File: src/rtl/halt_rec_pkg.sv
package halt_rec_pkg;

  typedef enum logic [2:0] {
    ST_RUN    = 3'd0,
    ST_HOLD   = 3'd1,
    ST_SETTLE = 3'd2,
    ST_ARMED  = 3'd3,
    ST_BURST  = 3'd4
  } rec_state_t;

  localparam int unsigned NUM_STRB = 6;

endpackage

File: src/rtl/halt_rec_gate.sv
module halt_rec_gate (
  input  logic en_i,
  input  logic off_i,
  output logic active_o
);
  // Recovery runs only when enabled and not overridden off.
  always_comb active_o = en_i & ~off_i;
endmodule

File: src/rtl/halt_rec_seq.sv
module halt_rec_seq
  import halt_rec_pkg::*;
#(
  parameter int unsigned SETTLE_CYC  = 16,
  parameter int unsigned BURST_WAITS = 8
) (
  input  logic clk,
  input  logic rst,
  input  logic active_i,
  input  logic lowpwr_i,
  input  logic mem_start_i,
  output logic force_nx_o,
  output logic forced_o,
  output logic xwait_o
);
  localparam int unsigned SW = (SETTLE_CYC  > 1) ? $clog2(SETTLE_CYC)  : 1;
  localparam int unsigned BW = (BURST_WAITS > 1) ? $clog2(BURST_WAITS) : 1;
  localparam logic [SW-1:0] S_LAST = SW'(SETTLE_CYC - 1);
  localparam logic [BW-1:0] B_LAST = BW'(BURST_WAITS - 1);

  rec_state_t st_q, st_nx;
  logic [SW-1:0] scnt_q, scnt_nx;
  logic [BW-1:0] bcnt_q, bcnt_nx;

  always_comb begin
    st_nx   = st_q;
    scnt_nx = scnt_q;
    bcnt_nx = bcnt_q;
    unique case (st_q)
      ST_RUN: begin
        if (active_i && lowpwr_i) st_nx = ST_HOLD;
      end
      ST_HOLD: begin
        if (!active_i) st_nx = ST_RUN;
        else if (!lowpwr_i) begin
          st_nx   = ST_SETTLE;
          scnt_nx = '0;
        end
      end
      ST_SETTLE: begin
        if (!active_i) st_nx = ST_RUN;
        else if (lowpwr_i) st_nx = ST_HOLD;
        else if (scnt_q == S_LAST) st_nx = ST_ARMED;
        else scnt_nx = scnt_q + 1'b1;
      end
      ST_ARMED: begin
        if (!active_i) st_nx = ST_RUN;
        else if (lowpwr_i) st_nx = ST_HOLD;
        else if (mem_start_i) begin
          st_nx   = ST_BURST;
          bcnt_nx = '0;
        end
      end
      ST_BURST: begin
        if (!active_i) st_nx = ST_RUN;
        else if (lowpwr_i) st_nx = ST_HOLD;
        else if (bcnt_q == B_LAST) st_nx = ST_RUN;
        else bcnt_nx = bcnt_q + 1'b1;
      end
      default: st_nx = ST_RUN;
    endcase
  end

  always_comb force_nx_o = (st_nx == ST_HOLD) || (st_nx == ST_SETTLE);

  always_ff @(posedge clk) begin
    if (rst) begin
      st_q     <= ST_RUN;
      scnt_q   <= '0;
      bcnt_q   <= '0;
      forced_o <= 1'b0;
      xwait_o  <= 1'b0;
    end else begin
      st_q     <= st_nx;
      scnt_q   <= scnt_nx;
      bcnt_q   <= bcnt_nx;
      forced_o <= force_nx_o;
      xwait_o  <= (st_nx == ST_BURST);
    end
  end

  // Independent run-length counters used only by the checks below.
  localparam int unsigned CW = $clog2(SETTLE_CYC + BURST_WAITS + 4) + 1;
  logic [CW-1:0] awake_run, xw_run;
  always_ff @(posedge clk) begin
    if (rst) begin
      awake_run <= '0;
      xw_run    <= '0;
    end else begin
      awake_run <= lowpwr_i ? '0 : ((&awake_run) ? awake_run : awake_run + 1'b1);
      xw_run    <= xwait_o ? ((&xw_run) ? xw_run : xw_run + 1'b1) : '0;
    end
  end

  p_enter_r2: assert property (@(posedge clk) disable iff (rst)
    (active_i && lowpwr_i) |=> forced_o);

  p_off_r3: assert property (@(posedge clk) disable iff (rst)
    !active_i |=> (!forced_o && !xwait_o));

  p_settle_r4: assert property (@(posedge clk) disable iff (rst)
    ($fell(forced_o) && $past(active_i)) |-> (awake_run == CW'(SETTLE_CYC + 1)));

  p_burst_len_r8: assert property (@(posedge clk) disable iff (rst)
    ($fell(xwait_o) && $past(active_i) && !$past(lowpwr_i)) |-> (xw_run == CW'(BURST_WAITS)));

  p_burst_start_r9: assert property (@(posedge clk) disable iff (rst)
    $rose(xwait_o) |-> $past(mem_start_i));

  p_wake_cancel_r11: assert property (@(posedge clk) disable iff (rst)
    (active_i && lowpwr_i) |=> !xwait_o);

endmodule

File: src/rtl/halt_rec_pinmux.sv
module halt_rec_pinmux
  import halt_rec_pkg::*;
(
  input  logic                clk,
  input  logic                rst,
  input  logic                force_nx_i,
  input  logic                txa_hiz_en_i,
  input  logic                mwr_fn_en_i,
  input  logic [NUM_STRB-1:0] core_strb_n_i,
  input  logic                core_mwr_n_i,
  output logic [NUM_STRB-1:0] pin_strb_n_o,
  output logic                pin_mwr_n_o,
  output logic                addr_oe_o,
  output logic                data_oe_o,
  output logic                txa_oe_o
);
  always_ff @(posedge clk) begin
    if (rst) begin
      pin_mwr_n_o <= 1'b1;
      addr_oe_o   <= 1'b1;
      data_oe_o   <= 1'b1;
      txa_oe_o    <= 1'b1;
    end else begin
      pin_mwr_n_o <= (force_nx_i && mwr_fn_en_i) ? 1'b1 : core_mwr_n_i;
      addr_oe_o   <= ~force_nx_i;
      data_oe_o   <= ~force_nx_i;
      txa_oe_o    <= ~(force_nx_i && txa_hiz_en_i);
    end
  end

  for (genvar g = 0; g < NUM_STRB; g++) begin : g_strb
    always_ff @(posedge clk) begin
      if (rst) pin_strb_n_o[g] <= 1'b1;
      else     pin_strb_n_o[g] <= force_nx_i | core_strb_n_i[g];
    end
  end

  p_pass_r10: assert property (@(posedge clk) disable iff (rst)
    (!$past(rst) && !$past(force_nx_i)) |-> (pin_strb_n_o == $past(core_strb_n_i)));

  p_txa_r7: assert property (@(posedge clk) disable iff (rst)
    (!$past(rst) && $past(force_nx_i) && $past(txa_hiz_en_i)) |-> !txa_oe_o);

endmodule

File: src/rtl/halt_wake_seq.sv
module halt_wake_seq
  import halt_rec_pkg::*;
#(
  parameter int unsigned SETTLE_CYC  = 16,
  parameter int unsigned BURST_WAITS = 8
) (
  input  logic                clk,
  input  logic                rst,
  input  logic                lowpwr_i,
  input  logic                rec_en_i,
  input  logic                rec_off_i,
  input  logic                txa_hiz_en_i,
  input  logic                mwr_fn_en_i,
  input  logic                mem_start_i,
  input  logic [NUM_STRB-1:0] core_strb_n_i,
  input  logic                core_mwr_n_i,
  output logic [NUM_STRB-1:0] pin_strb_n_o,
  output logic                pin_mwr_n_o,
  output logic                addr_oe_o,
  output logic                data_oe_o,
  output logic                txa_oe_o,
  output logic                forced_o,
  output logic                xwait_o
);
  logic active, force_nx;

  halt_rec_gate u_gate (
    .en_i     (rec_en_i),
    .off_i    (rec_off_i),
    .active_o (active)
  );

  halt_rec_seq #(
    .SETTLE_CYC  (SETTLE_CYC),
    .BURST_WAITS (BURST_WAITS)
  ) u_seq (
    .clk         (clk),
    .rst         (rst),
    .active_i    (active),
    .lowpwr_i    (lowpwr_i),
    .mem_start_i (mem_start_i),
    .force_nx_o  (force_nx),
    .forced_o    (forced_o),
    .xwait_o     (xwait_o)
  );

  halt_rec_pinmux u_pins (
    .clk           (clk),
    .rst           (rst),
    .force_nx_i    (force_nx),
    .txa_hiz_en_i  (txa_hiz_en_i),
    .mwr_fn_en_i   (mwr_fn_en_i),
    .core_strb_n_i (core_strb_n_i),
    .core_mwr_n_i  (core_mwr_n_i),
    .pin_strb_n_o  (pin_strb_n_o),
    .pin_mwr_n_o   (pin_mwr_n_o),
    .addr_oe_o     (addr_oe_o),
    .data_oe_o     (data_oe_o),
    .txa_oe_o      (txa_oe_o)
  );

  p_forced_pins_r5: assert property (@(posedge clk) disable iff (rst)
    forced_o |-> ((&pin_strb_n_o) && !addr_oe_o && !data_oe_o));

endmodule

File: config.mk
export PLATFORM = sky130hd
export DESIGN_NAME = halt_wake_seq
export DESIGN_NICKNAME = d
export VERILOG_FILES = /design/src/rtl/halt_rec_pkg.sv /design/src/rtl/halt_rec_gate.sv /design/src/rtl/halt_rec_seq.sv /design/src/rtl/halt_rec_pinmux.sv /design/src/rtl/halt_wake_seq.sv
export SDC_FILE = /design/constraint.sdc
export NUM_CORES = 1
export LEC_CHECK = 0
export BUFFER_PORTS_ARGS = -buffer_cell sky130_fd_sc_hd__buf_4
export CAP_MARGIN = 20
export CORE_ASPECT_RATIO = 0.75
export CORE_MARGIN = 1
export CORE_UTILIZATION = 36
export DETAILED_ROUTE_END_ITERATION = 6
export HOLD_SLACK_MARGIN = 0.05
export PLACE_DENSITY = 0.64
export SYNTH_ARGS = -nofsm -noshare
export SYNTH_HDL_FRONTEND = slang
export SYNTH_SLANG_ARGS = --single-unit
File: constraint.sdc
create_clock -name clk -period 2.9 [get_ports clk]
set_input_delay 0.29 -clock clk [delete_from_list [all_inputs] [get_ports clk]]
set_output_delay 0.29 -clock clk [all_outputs]
set_load 0.01 [all_outputs]
[After elaboration in Yosys (flattened, before gate mapping)]
Index checks and enable logic that the tools add are counted.
Word-level totals
  register bits: 21
  bits in latches: 0
  memory bits (writable): 0
  memory bits (read-only): 0
  bits of input ports: 15
  output and inout port bits: 12
  word-level logic and storage cells: 82
  memories kept: 0
Cells by class
  $add $sub $neg: 2
  $mul: 0
  divide/modulo/power cells: 0
  magnitude comparators: 0
  eq/ne operators: 20
  shifts and indexed selects: 0
  mux-type cells: 26
  bitwise logic cells: 10
  reduce and logical (&&, ||, !) cells: 10
Operators by type and width (count)
  2-to-1 mux 3 bit: 18
  2-to-1 mux 4 bit: 5
  case mux 3 bit (5 select lines): 1
  inequality test 2 bit, second input constant: 7
  equality test 3 x 2 -> 1 bit, second input constant: 3
  equality test 3 bit, second input constant: 3
  inequality test 2 x 1 -> 1 bit, second input constant: 4
  case mux 4 bit (2 select lines): 1
  AND reduction 7 bit: 1
  equality test 3 x 1 -> 1 bit, second input constant: 2
  bitwise OR 1 bit: 6
  case mux 3 bit (2 select lines): 1
  AND reduction 6 bit: 1
  adder 4 x 1 -> 4 bit, second input constant: 1
  equality test 4 bit, second input constant: 1
  nonzero test 2 bit: 2
  adder 3 x 1 -> 3 bit, second input constant: 1
  logical AND 1 bit: 3
  logical NOT 3 bit: 1
  inverter 1 bit: 3
  OR reduction 2 bit: 1
  bitwise AND 1 bit: 1
  logical OR 1 bit: 1

[Longest topological paths before layout]
  depth in word-level cells: 9
  gate-level depth with buffers: 6
  mapped depth without buffers: 6

[Hierarchy]
A second synthesis with hierarchy kept.
Second synthesis, totals
  cell total of the unflattened synthesis: 82
  area total of the unflattened synthesis: 875.8 um^2
By module, submodules not included
  halt_rec_seq: instances 1, cells an instance 62, area each 611.8 um^2, seq. area each 240.2 um^2
  halt_rec_pinmux: instances 1, cells an instance 19, area each 250.2 um^2, seq. area each 180.2 um^2
  halt_rec_gate: instances 1, cells an instance 1, area each 13.8 um^2, seq. area each 0.0 um^2

[Least setup slack after synthesis]
No wires, ideal clock.
  path kind: register to register
  start point: reg u_seq.scnt_q[0]
  end point: reg u_pins.pin_mwr_n_o
  arrival time: 1.489 ns
  required time: 2.778 ns
  path slack: 1.289 ns
  stages on the path, launching flop included: 6
  path buffers: 0
  period minus slack after synthesis: 1.611 ns
  path through: dfxtp_1 -> ha_1 -> and3_1 -> a211oi_2 -> o31ai_4 -> a311o_1
On the way
  word-level cells in the longest chain between the ends: 9
  elaborated cells between the ends (all ways): 10
  classes of those cells: 3 x eq/ne; 4 x mux; 3 x reduce/logical
RTL lines
  from (decl): RTL line halt_rec_seq.sv:22  | logic [SW-1:0] scnt_q, scnt_nx;
  from (signal assigned): RTL line halt_rec_seq.sv:75  | scnt_q <= scnt_nx;
  equality test 4 bit (*): RTL line halt_rec_seq.sv:43  | else if (scnt_q == S_LAST) st_nx = ST_ARMED;
  2-to-1 mux 3 bit (*): RTL line halt_rec_seq.sv:43
  2-to-1 mux 3 bit (*): RTL line halt_rec_seq.sv:42  | else if (lowpwr_i) st_nx = ST_HOLD;
  2-to-1 mux 3 bit (*): RTL line halt_rec_seq.sv:41  | if (!active_i) st_nx = ST_RUN;
  case mux 3 bit (5 select lines) (*): RTL line halt_rec_seq.sv:29  | unique case (st_q)
  equality test 3 x 1 -> 1 bit / equality test 3 x 2 -> 1 bit (equally long branches): RTL line halt_rec_seq.sv:64  | always_comb force_nx_o = (st_nx == ST_HOLD) || (st_nx == ST_SETTLE);
  logical OR 1 bit (*): RTL line halt_rec_seq.sv:64
  logical AND 1 bit (*): RTL line halt_rec_pinmux.sv:24  | pin_mwr_n_o <= (force_nx_i && mwr_fn_en_i) ? 1'b1 : core_mwr_n_i;
  OR reduction 2 bit (no source line) (*)
  to (signal assigned): RTL line halt_rec_pinmux.sv:24
  to (decl): RTL line halt_rec_pinmux.sv:12  | output logic pin_mwr_n_o,
Mark *: on every way between the ends. The rest lies on a longest branch, timed or not.
A chain may end at the register's enable or synchronous reset.

[Final worst setup path]
Same ends and word-level chain as after synthesis.

==> results.md <==
* Syn_area_per_cell at approximately 10 µm²
* Cts bufs inserted at 3
* Final slew viol count at 0
* Gr ovfl total at 0
* Post-synth cell types at 33
* Power Dens Cells at 419.6 nW/µm²
* Ports at 27
* Synth Instances at 89
* Switch share at 0.2171
* Post-CTS setup buffer count at 0
* CTS tree: built
* Sw Pwr at between 0.1 and 0.15 mW
* IO buf count at 26
* Synth warn at 0
* Worst Setup End Kind: flip-flop
* Slew HR at 0.7438
* Final period util at 0.6076
* Clk_lat worst skew at 0.30 ns
* Starting Density at 0.3867
* CP max stage cell: a311o_1
* FF+latch count, synth at 21
* Final hold vios at 0
* Vias in the first global route at 590
* Layout cells sized above 1 at 0.3246
* Vias per cell at 4.703
* Pre-antenna DRT Iters at 3
* Chip height at 45.47 µm
* Max Cap Viol at 0
* Routed vias at a little under 700
* WP data required at 3.09 ns
* VDD IR max at between 0.3 and 0.4 mV
* Data arrival, critical path at roughly 2.0 ns
* Highest metal layer with signal wires: met4
* Syn Nets at 107
* Fin cells at 148
* Placed instance count at 144
* Max Fclk at 567.5 MHz
* H-tree depth at 1
* Post-route ant nets at 0
* Seq/Total Area, Yosys at 0.4634
* Setup Crit Path Kind: reg2reg
* Die Area at between 2000 and 3000 µm²
* DRT met1 WL at 812 µm
* Most frequent cells in the layout: buf_4, dfxtp_1, nor2_1
* Setup_tns at 0 ns
* Lkg Pwr at 0.4929 nW
* Worst R2R Start: u_seq.scnt_q[0]
* Wire per inst at 11.05 µm
* Tot GR Track Use at 0.1317
* Cell row count at 15
* Reg power frac at 0.624
* Root buf cell: clkbuf_4
* # hold bufs at CTS at 0
* Buf+Inv Stages, Crit Path at 0
* Die width at 59.96 µm
* Cts repair resizes at 0
* Hold endpoint: u_pins.txa_oe_o
* CTS clk-pin slew, worst paths at 0.12 ns
* Nets at between 100 and 150
* Largest net degree at the start of global routing at 22
* Drt drc at 0
* Clock Power Share at 0.279
* Met2 WL at roughly 770 µm
* N_diodes at 0
* Routed wl met3 at 48 µm
* Post-DP HPWL at 1256 µm
* Worst Hold Launch: txa_hiz_en_i
* Initial drt markers at 15
* Worst hold path depth at 2
* Worst r2r path cells at 5
* First-pass GRT wire length at 2628 µm
* GP Congestion at 0.7367
* RSZ-0062 raised after global routing: false
* CP Max Fanout at 10
* Post-Syn Area at 907.1 µm²
* Clock sink total at 21
* Tmin final at 1.762 ns
* Clk buf depth at 2
* Logic pwr share at 0.097
* Final Skew at 0.01311 ns
* Area Overhead vs Synth at 25.52%
* Max incr delay on CP at 0.37 ns
* FF-to-FF End: u_pins.pin_mwr_n_o
* Critical path, cell by cell: ha_1, and3_1, a211oi_2, o31ai_4, a311o_1
* Int Pwr at ~0.37 mW
* Hold/Removal Path Class: in2reg
* Reg2reg setup slack at ~1.1 ns
* Critical path's top delay family: compound AO/OA/AOI/OAI gates
* Outcome: completed
* Crit path launch type: flip-flop
* Final Core Density at 0.4853
* Leading cell type in the layout, fill and taps excluded: buf_4
* # setup viols final at 0
* Antenna violations before repair at 0
* Slew @ Worst Pin at 0.3844 ns
* Total Wirelength at between 1500 and 2000 µm
* Core Area at 2346 µm²
state kept, by name, indices dropped and copies added, names as in the netlist:
register and count:
u_pins.data_oe_o 1, u_pins.pin_mwr_n_o 1, u_pins.pin_strb_n_o 6, u_pins.txa_oe_o 1, u_seq.bcnt_q 3, u_seq.forced_o 1, u_seq.scnt_q 4, u_seq.st_q 3
u_seq.xwait_o 1
worst register-to-register path, cell delays in order, from the launching register on:
cell	delay, ns
dfxtp_1	0.35
ha_1	0.24
and3_1	0.22
a211oi_2	0.29
o31ai_4	0.16
a311o_1	0.37
cells by family (layout without fill, tap and decap cells):
logic type / after synthesis / count (layout) / share of synthesized area
buffers and inverters: 5 / 30 / 0.03724
adders and majority gates: 3 / 3 / 0.04138
and+or+nand+nor: 46 / 46 / 0.3255
DFF: 21 / 21 / 0.4634
muxes: 3 / 3 / 0.03310
AOI/OAI and AO/OA: 11 / 11 / 0.09930
synthesized netlist by cell type (all sizes together):
master	number	area (µm²)
clkbuf	2	7.510
and2	2	12.51
nor3b	3	27.52
a211oi	1	12.51
nand2	4	15.01
or2	2	12.52
a21oi	3	15.01
nand3	2	10.01
nor2	9	33.78
nand4	2	18.77
nor4bb	1	16.27
ha	3	37.54
nor3	1	5.000
buf	3	26.27
o31ai	1	21.27
dfxtp	21	420.4
and4b	1	10.01
a22oi	1	7.510
nand3b	3	22.52
and3	4	25.02
a311o	1	10.01
o21ai	4	23.77
nor4b	2	23.77
nand2b	1	6.260
or3	6	37.54
mux2i	3	30.03
nor2b	3	18.77
power groups by stage:
stage | clock (mW) | sequential, mW | combinational, mW
finish | 0.133 | 0.298 | 0.0466
CTS | 0.140 | 0.298 | 0.0471
detailed placement | 0 | 0.305 | 0.0471
global placement | 0 | 0.305 | 0.0468
global route | 0.151 | 0.299 | 0.0510
floorplan | 0 | 0.307 | 0.0166
metal layers:
layer	global-route usage	vias up
li1	-	369
met1	0.1777	318
met2	0.1933	7
met3	0.05966	2
met4	0.02791	0
met5	0	-
area by class of cell:
cell class / instances / area, µm²
Timing Repair Buffer: 26 / 195.2
Clock buffer: 3 / 22.52
Sequential cell: 21 / 420.4
Fill cell: 225 / 1207
Multi-Input combinational cell: 63 / 452.9
Tap cell: 34 / 42.54
Clock inverter: 1 / 5.005
how the worst max path moves through the flow:
stage,from,end,slack [ns],depth (start not counted)
2_1_floorplan,u_seq.scnt_q[0],u_pins.pin_mwr_n_o,1.29,5
3_3_place_gp,u_seq.scnt_q[0],u_pins.pin_mwr_n_o,1.23,5
3_5_place_dp,u_seq.scnt_q[0],u_pins.pin_mwr_n_o,1.17,5
4_1_cts,u_seq.scnt_q[0],u_pins.pin_mwr_n_o,1.14,5
5_1_grt,u_seq.st_q[1],u_pins.pin_mwr_n_o,1.01,4
6_report,u_seq.scnt_q[0],u_pins.pin_mwr_n_o,1.14,5
stage by stage:
step                hold WS, ns  setup slack, ns  area (µm²)  power (mW)
floorplan                0.3739            1.289       907.1      0.3239
global placement         0.4737            1.230        1111      0.3514
detailed placement       0.4762            1.169        1111      0.3518
CTS                      0.1500            1.136        1139      0.4854
global route             0.1476            1.012        1139      0.5010
finish                   0.1604            1.138        1139      0.4778
No activity file was read; power rests on OpenSTA's default activity.
